`config.mk`:
```
export PLATFORM = sky130hd
export DESIGN_NAME = rst_boot_ctrl
export DESIGN_NICKNAME = d
export VERILOG_FILES = /design/src/rtl/rbc_pkg.sv /design/src/rtl/rbc_pin_sync.sv /design/src/rtl/rbc_strap_win.sv /design/src/rtl/rbc_fetch_timer.sv /design/src/rtl/rbc_clk_echo.sv /design/src/rtl/rst_boot_ctrl.sv
export SDC_FILE = /design/constraint.sdc
export NUM_CORES = 1
export LEC_CHECK = 0
export ABC_AREA = 1
export BUFFER_PORTS_ARGS = -buffer_cell sky130_fd_sc_hd__buf_4
export CAP_MARGIN = 25
export CORE_ASPECT_RATIO = 1.4
export CORE_MARGIN = 1.5
export CORE_UTILIZATION = 45
export CTS_CLUSTER_DIAMETER = 100
export DETAILED_ROUTE_END_ITERATION = 8
export PLACE_DENSITY = 0.71
export SYNTH_ARGS = -nofsm -noshare
export SYNTH_HDL_FRONTEND = slang
export SYNTH_SLANG_ARGS = --single-unit
export TNS_END_PERCENT = 50
```
`constraint.sdc`:
```
create_clock -name clk_i -period 1.75 [get_ports clk_i]
set_input_delay 0.175 -clock clk_i [delete_from_list [all_inputs] [get_ports clk_i]]
set_output_delay 0.175 -clock clk_i [all_outputs]
set_load 0.01 [all_outputs]
```
`src/rtl/rbc_pkg.sv`:
```
package rbc_pkg;
  localparam int unsigned SYNC_STAGES = 2;
  localparam int unsigned WIN_LEN     = 10;
  localparam int unsigned FETCH_DELAY = 80;
  localparam int unsigned STRAP_CNT   = 2;
  localparam int unsigned IDX_WIDTH   = 0;
  localparam int unsigned IDX_TRI     = 1;
endpackage

```
`src/rtl/rbc_pin_sync.sv`:
```
module rbc_pin_sync #(
  parameter int unsigned STAGES = 2
) (
  input  logic clk_i,
  input  logic rst_ni,
  output logic early_o,
  output logic rel_o,
  output logic rise_o
);
  logic [STAGES-1:0] sync_q;

  // assert asynchronously, release through the flop chain
  always_ff @(posedge clk_i or negedge rst_ni) begin
    if (!rst_ni) sync_q <= '0;
    else         sync_q <= {sync_q[STAGES-2:0], 1'b1};
  end

  assign early_o = sync_q[0];
  assign rel_o   = sync_q[STAGES-1];
  assign rise_o  = sync_q[STAGES-2] & ~sync_q[STAGES-1];
endmodule

```
`src/rtl/rbc_strap_win.sv`:
```
module rbc_strap_win #(
  parameter int unsigned WIN = 10,
  parameter int unsigned LAG = 1
) (
  input  logic clk_i,
  input  logic rst_ni,
  input  logic strap_i,
  input  logic capture_i,
  output logic level_o
);
  localparam int unsigned DEPTH = WIN + LAG;

  logic [DEPTH-1:0] hist_q;
  logic             level_q;

  // free-running history, must keep sampling while the pin holds reset
  always_ff @(posedge clk_i) hist_q <= {hist_q[DEPTH-2:0], strap_i};

  // LAG newest samples were taken after the release and are skipped
  always_ff @(posedge clk_i or negedge rst_ni) begin
    if (!rst_ni)        level_q <= 1'b1;
    else if (capture_i) level_q <= |hist_q[DEPTH-1:LAG];
  end

  assign level_o = level_q;
endmodule

```
`src/rtl/rbc_fetch_timer.sv`:
```
module rbc_fetch_timer #(
  parameter int unsigned DLY = 80
) (
  input  logic clk_i,
  input  logic rst_ni,
  input  logic run_i,
  input  logic wdt_req_i,
  output logic fetch_en_o,
  output logic wdt_hold_o
);
  localparam int unsigned            CNT_W = $clog2(DLY);
  localparam logic [CNT_W-1:0]       LAST  = CNT_W'(DLY - 2);

  logic [CNT_W-1:0] cnt_q;
  logic             fetch_q;
  logic             wdt_q;

  always_ff @(posedge clk_i or negedge rst_ni) begin
    if (!rst_ni) begin
      cnt_q   <= '0;
      fetch_q <= 1'b0;
      wdt_q   <= 1'b0;
    end else begin
      wdt_q <= wdt_req_i;
      if (wdt_req_i) begin
        cnt_q   <= '0;
        fetch_q <= 1'b0;
      end else if (run_i && !wdt_q && !fetch_q) begin
        cnt_q <= cnt_q + 1'b1;
        if (cnt_q == LAST) fetch_q <= 1'b1;
      end
    end
  end

  assign fetch_en_o = fetch_q;
  assign wdt_hold_o = wdt_q;
endmodule

```
`src/rtl/rbc_clk_echo.sv`:
```
module rbc_clk_echo (
  input  logic clk_i,
  input  logic rst_ni,
  input  logic en_i,
  output logic clk_o
);
  logic en_q;

  // enable changes only while the clock is low: no runt pulse
  always_ff @(negedge clk_i or negedge rst_ni) begin
    if (!rst_ni) en_q <= 1'b0;
    else         en_q <= en_i;
  end

  assign clk_o = clk_i & en_q;
endmodule

```
`src/rtl/rst_boot_ctrl.sv`:
```
module rst_boot_ctrl
  import rbc_pkg::*;
#(
  parameter int unsigned STAGES = SYNC_STAGES,
  parameter int unsigned WIN    = WIN_LEN,
  parameter int unsigned DLY    = FETCH_DELAY
) (
  input  logic clk_i,
  input  logic rst_ni,
  input  logic wdt_req_i,
  input  logic boot_width_i,
  input  logic tri_strap_ni,
  output logic core_rst_no,
  output logic fetch_en_o,
  output logic boot_8bit_o,
  output logic out_dis_o,
  output logic clk_echo_o
);
  logic                 pin_early, pin_rel, pin_rise;
  logic                 wdt_hold;
  logic [STRAP_CNT-1:0] strap_in, strap_lvl;

  rbc_pin_sync #(.STAGES(STAGES)) u_sync (
    .clk_i  (clk_i),
    .rst_ni (rst_ni),
    .early_o(pin_early),
    .rel_o  (pin_rel),
    .rise_o (pin_rise)
  );

  assign strap_in[IDX_WIDTH] = boot_width_i;
  assign strap_in[IDX_TRI]   = tri_strap_ni;

  for (genvar g = 0; g < STRAP_CNT; g++) begin : g_strap
    rbc_strap_win #(.WIN(WIN), .LAG(STAGES - 1)) u_win (
      .clk_i    (clk_i),
      .rst_ni   (rst_ni),
      .strap_i  (strap_in[g]),
      .capture_i(pin_rise),
      .level_o  (strap_lvl[g])
    );
  end

  rbc_fetch_timer #(.DLY(DLY)) u_timer (
    .clk_i     (clk_i),
    .rst_ni    (rst_ni),
    .run_i     (pin_early),
    .wdt_req_i (wdt_req_i),
    .fetch_en_o(fetch_en_o),
    .wdt_hold_o(wdt_hold)
  );

  rbc_clk_echo u_echo (
    .clk_i (clk_i),
    .rst_ni(rst_ni),
    .en_i  (pin_rel),
    .clk_o (clk_echo_o)
  );

  assign core_rst_no = pin_rel & ~wdt_hold;
  assign boot_8bit_o = strap_lvl[IDX_WIDTH];
  assign out_dis_o   = ~strap_lvl[IDX_TRI];

  assert_fetch_gated_R2: assert property (@(posedge clk_i) disable iff (!rst_ni)
    !core_rst_no |-> !fetch_en_o);

  assert_fetch_after_release_R2: assert property (@(posedge clk_i) disable iff (!rst_ni)
    $rose(fetch_en_o) |-> $past(core_rst_no));

  assert_wdt_holds_core_R6: assert property (@(posedge clk_i) disable iff (!rst_ni)
    wdt_req_i |=> (!core_rst_no && !fetch_en_o));

  assert_wdt_keeps_straps_R7: assert property (@(posedge clk_i) disable iff (!rst_ni)
    (wdt_hold && pin_rel) |=> ($stable(boot_8bit_o) && $stable(out_dis_o)));
endmodule

```
Word-level counts from Yosys, hierarchy flattened
Cells that the tools add are included.
{"block": "word_totals", "word_cells": 31, "output_inout_bits": 5, "regBits": 36}
{"block": "classes", "n_mux": 5, "n_reduce_logical": 9, "add_sub_neg": 1, "n_eq_ne": 1, "bitwise": 6}
{"op": "OR reduction 10 bit", "count": 2}
{"op": "2-to-1 mux 7 bit", "count": 2}
{"op": "adder 7 x 1 -> 7 bit, second input constant", "count": 1}
{"op": "equality test 7 bit, second input constant", "count": 1}
{"op": "nonzero test 2 bit", "count": 2}
{"op": "AND 1 bit", "count": 3}
{"op": "2-to-1 mux 1 bit", "count": 3}
{"op": "inverter 1 bit", "count": 3}
{"op": "logical AND 1 bit", "count": 2}
{"op": "zero test 1 bit", "count": 2}
{"op": "AND reduction 2 bit", "count": 1}

Depth between registers and ports, before layout
{"block": "depth", "ltp_word": 5, "ltp_mapped": 6, "ltp_nobuf": 6}

Modules after synthesis
From an unflattened synthesis, not the netlist that was laid out.
{"block": "hier_totals", "hier_cells": 119, "area_unflattened_um2": 1188.6}
{"module": "rbc_strap_win", "n_inst": 2, "cells_per_inst": 22, "area_per_inst_um2": 286.5}
{"module": "rbc_fetch_timer", "n_inst": 1, "cells_per_inst": 64, "area_per_inst_um2": 505.5}
{"module": "rbc_pin_sync", "n_inst": 1, "cells_per_inst": 5, "area_per_inst_um2": 63.8}
{"module": "rbc_clk_echo", "n_inst": 1, "cells_per_inst": 3, "area_per_inst_um2": 32.5}
{"module": "rst_boot_ctrl", "n_inst": 1, "cells_per_inst": 3, "area_per_inst_um2": 13.8}

==> results.py <==
metrics = {
    "layout": {
        "drive_above_1_share_pct": 22.06,
        "antenna_cells": 0,
        "utilization_pct": 57.14,
        "area_growth_pct": 19.61,
        "nets": 142,
    },
    "synth": {
        "synthSimpleGateAreaFrac_pct": 21.13,
        "synth_area_per_cell_um2": 10.31,
        "synth_area_leaders": "dfxtp_1 38%, dfrtp_1 24%, nor2_1 7.8%, nand3_1 5.6%, dfstp_2 4.6%",
        "seq_area_frac_synth_pct": 68.69,
        "yosysTopAreaCellShare_pct": 38.14,
        "synthMuxAreaShare_pct": 0,
        "synth_top_area_cell": "dfxtp_1",
        "synth_top_family_by_area": "simple AND/OR/NAND/NOR gates",
        "synth_seq_cells": 36,
        "yosysWarnings": 0,
        "synth_nets": 119,
        "synth_xor_area_share_pct": 0,
        "syn_area_um2": 1155,
        "yosysUniqueCellTypes": 18,
        "synthAdderAreaFrac_pct": 2.167,
        "synth_compound_area_share_pct": 3.684,
        "synth_cells": 112,
    },
    "global_route": {
        "track_usage_pct": 15.50,
        "first_global_vias": 771,
        "grt_start_max_net_pins": 15,
        "grt_pass1_wl_um": 3056,
        "grt-ovfl-total": 0,
        "antenna_found_initial": 0,
    },
    "floorplan": {
        "die_width_um": 45.82,
        "coreArea_um2": 2417,
        "dieArea_um2": 2884,
        "fp.dieH_um": 62.94,
        "row_count": 21,
        "start_util_pct": 47.77,
        "io_pins": 10,
    },
    "place": {
        "port-buffer-count": 9,
        "globalplace.congestion": 0.8246,
        "place_hpwl_um": 1149,
    },
    "critical_path": {
        "start_kind": "register",
        "crit_type": "register to primary output",
        "end_kind": "primary output",
        "r2r_start": "u_sync.sync_q[1]",
        "reg2reg_depth": 0,
        "required_ps": 1570,
        "crit_chain": "nand2_1 -> inv_1 -> buf_4",
        "crit_path_max_fanout": 1,
        "cp_data_arrival_time_ps": 1890,
        "r2r_slack_ps": 300,
        "cpMaxStageDelayCell": "dfrtn_1",
        "slowest_delay_ps": 390,
        "r2r-end": "u_echo.en_q",
    },
    "clock_network": {
        "clk_latency_ps": 430,
        "tritoncts": "yes",
        "cts_resized": 0,
        "postCtsSetupBuffers": 0,
        "cts.reportedPaths.clkPinSlew_ps": 100,
    },
    "power": {
        "power_density_nw_per_um2": 1066,
        "peakVddDrop_mv": 0.6229,
        "p_leak_uw": 0.0006438,
    },
    "timing": {
        "fin_hold_ws_ps": 125.6,
        "fin_ws_ps": -314.1,
        "rsz0062_at_grt": "yes",
        "hold_viol": 0,
        "finalSetupTns_ps": -314.1,
        "setup_viol": 2,
        "drv_slew": 0,
        "fin_worst_skew_ps": 9.412,
    },
    "job": {
        "cap_violations": 0,
    },
    "detailed_routing": {
        "wl_um": 1680,
        "first_iter_violations": 13,
        "num_vias": 786,
        "via_per_inst": 4.624,
        "wl_per_cell_um": 9.882,
        "dr.pass1.iters": 4,
        "postRouteAntennaNets": 0,
        "drc_errors": 0,
    },
    "outcome": {
        "failed_checks": "setup timing",
        "status": "finished with violations",
    },
    "min_path": {
        "hold_class": "primary input to async pin",
    },
}
worst max path at each step:
stage                           start         end  slack (ps)
final                     u_echo.en_q  clk_echo_o        -310
after global routing      u_echo.en_q  clk_echo_o        -390
after CTS                 u_echo.en_q  clk_echo_o        -340
after detailed placement  u_echo.en_q  clk_echo_o         140
after global placement    u_echo.en_q  clk_echo_o         150
after floorplan           u_echo.en_q  clk_echo_o         220
final cells by class:
class                      instances  area, um^2
clock buffer                      11       75.07
fill                             226        1036
multi-input combinational         64       315.3
clock inverter                     2       12.51
inverter                          11       42.54
sequential                        36       793.3
tap                               34       42.54
timing repair buffer              12       100.1
state kept, by name, indices dropped and copies added, names as in the netlist:
register and flops:
g_strap.u_win.level_o 2, u_echo.en_q 1, g_strap.u_win.hist_q 22, u_sync.sync_q 2, u_timer.cnt_q 7, u_timer.wdt_hold_o 1
u_timer.fetch_en_o 1
power breakdown:
part | internal, uW | leakage, uW | switching, uW
logic | 24.9 | 0.000221 | 31.5
clock network | 256 | 0.0000584 | 283
registers | 859 | 0.000364 | 18.2
cell usage after synthesis:
| master | number |
|---|---|
| dfrtp_1 | 11 |
| dfrtn_1 | 1 |
| clkinv_2 | 1 |
| nand3_1 | 13 |
| nor2_1 | 24 |
| nor2_2 | 3 |
| nand3_4 | 1 |
| nand2_1 | 11 |
| conb_1 | 1 |
| ha_1 | 2 |
| o31ai_1 | 1 |
| nand2_4 | 1 |
| o21ai_1 | 1 |
| dfstp_2 | 2 |
| a21oi_1 | 6 |
| dfxtp_1 | 22 |
| inv_1 | 7 |
| inv_2 | 4 |
kinds of logic after synthesis:
group                      after synthesis
and+or+nand+nor                         53
DFF                                     36
buffers and inverters                   12
AOI/OAI and AO/OA                        8
adders and majority gates                2
other                                    1
per-layer routing:
| layer | GRT usage, % | vias up | wire, um |
|---|---|---|---|
| met4 | 13.57 | 0 | 21 |
| met2 | 21.30 | 15 | 807 |
| met5 | 0 | - | 0 |
| met3 | 8.092 | 2 | 86 |
| li1 | - | 399 | - |
| met1 | 16.45 | 370 | 765 |
through the flow:
step	total power [uW]	instance area [um^2]	worst slack (ps)	std cells
after floorplan	935.3	1155	217.2	112
after global placement	976.0	1265	152.9	155
after detailed placement	979.8	1265	141.5	155
after CTS	1499	1381	-344.7	170
after global routing	1565	1381	-389.6	170
final	1472	1381	-314.1	170
cells in the final DEF, fill, tap and decap left out, drive strengths merged, types with 2 or more instances in the layout:
| cell type | Yosys | final |
|---|---|---|
| clkbuf | 0 | 10 |
| dfrtp | 11 | 11 |
| nand3 | 14 | 14 |
| clkinv | 1 | 2 |
| nor2 | 27 | 27 |
| dfstp | 2 | 2 |
| nand2 | 12 | 12 |
| buf | 0 | 9 |
| inv | 11 | 11 |
| a21oi | 6 | 6 |
| ha | 2 | 2 |
| dfxtp | 22 | 22 |
| dlygate4sd3 | 0 | 4 |
critical path: cells and delay by family, from the launching register on:
kind	cells	cell delay, ps
simple gates	1	50
flops	1	390
buf+inv	2	150
repair_timing:
action                                  in CTS  in global routing
gates cloned                                 0                  0
hold buffers                                 4                  0
endpoints found under the setup margin       2                  2
endpoints found under the hold margin       18                  0
Power figures use the tool's default switching activity.
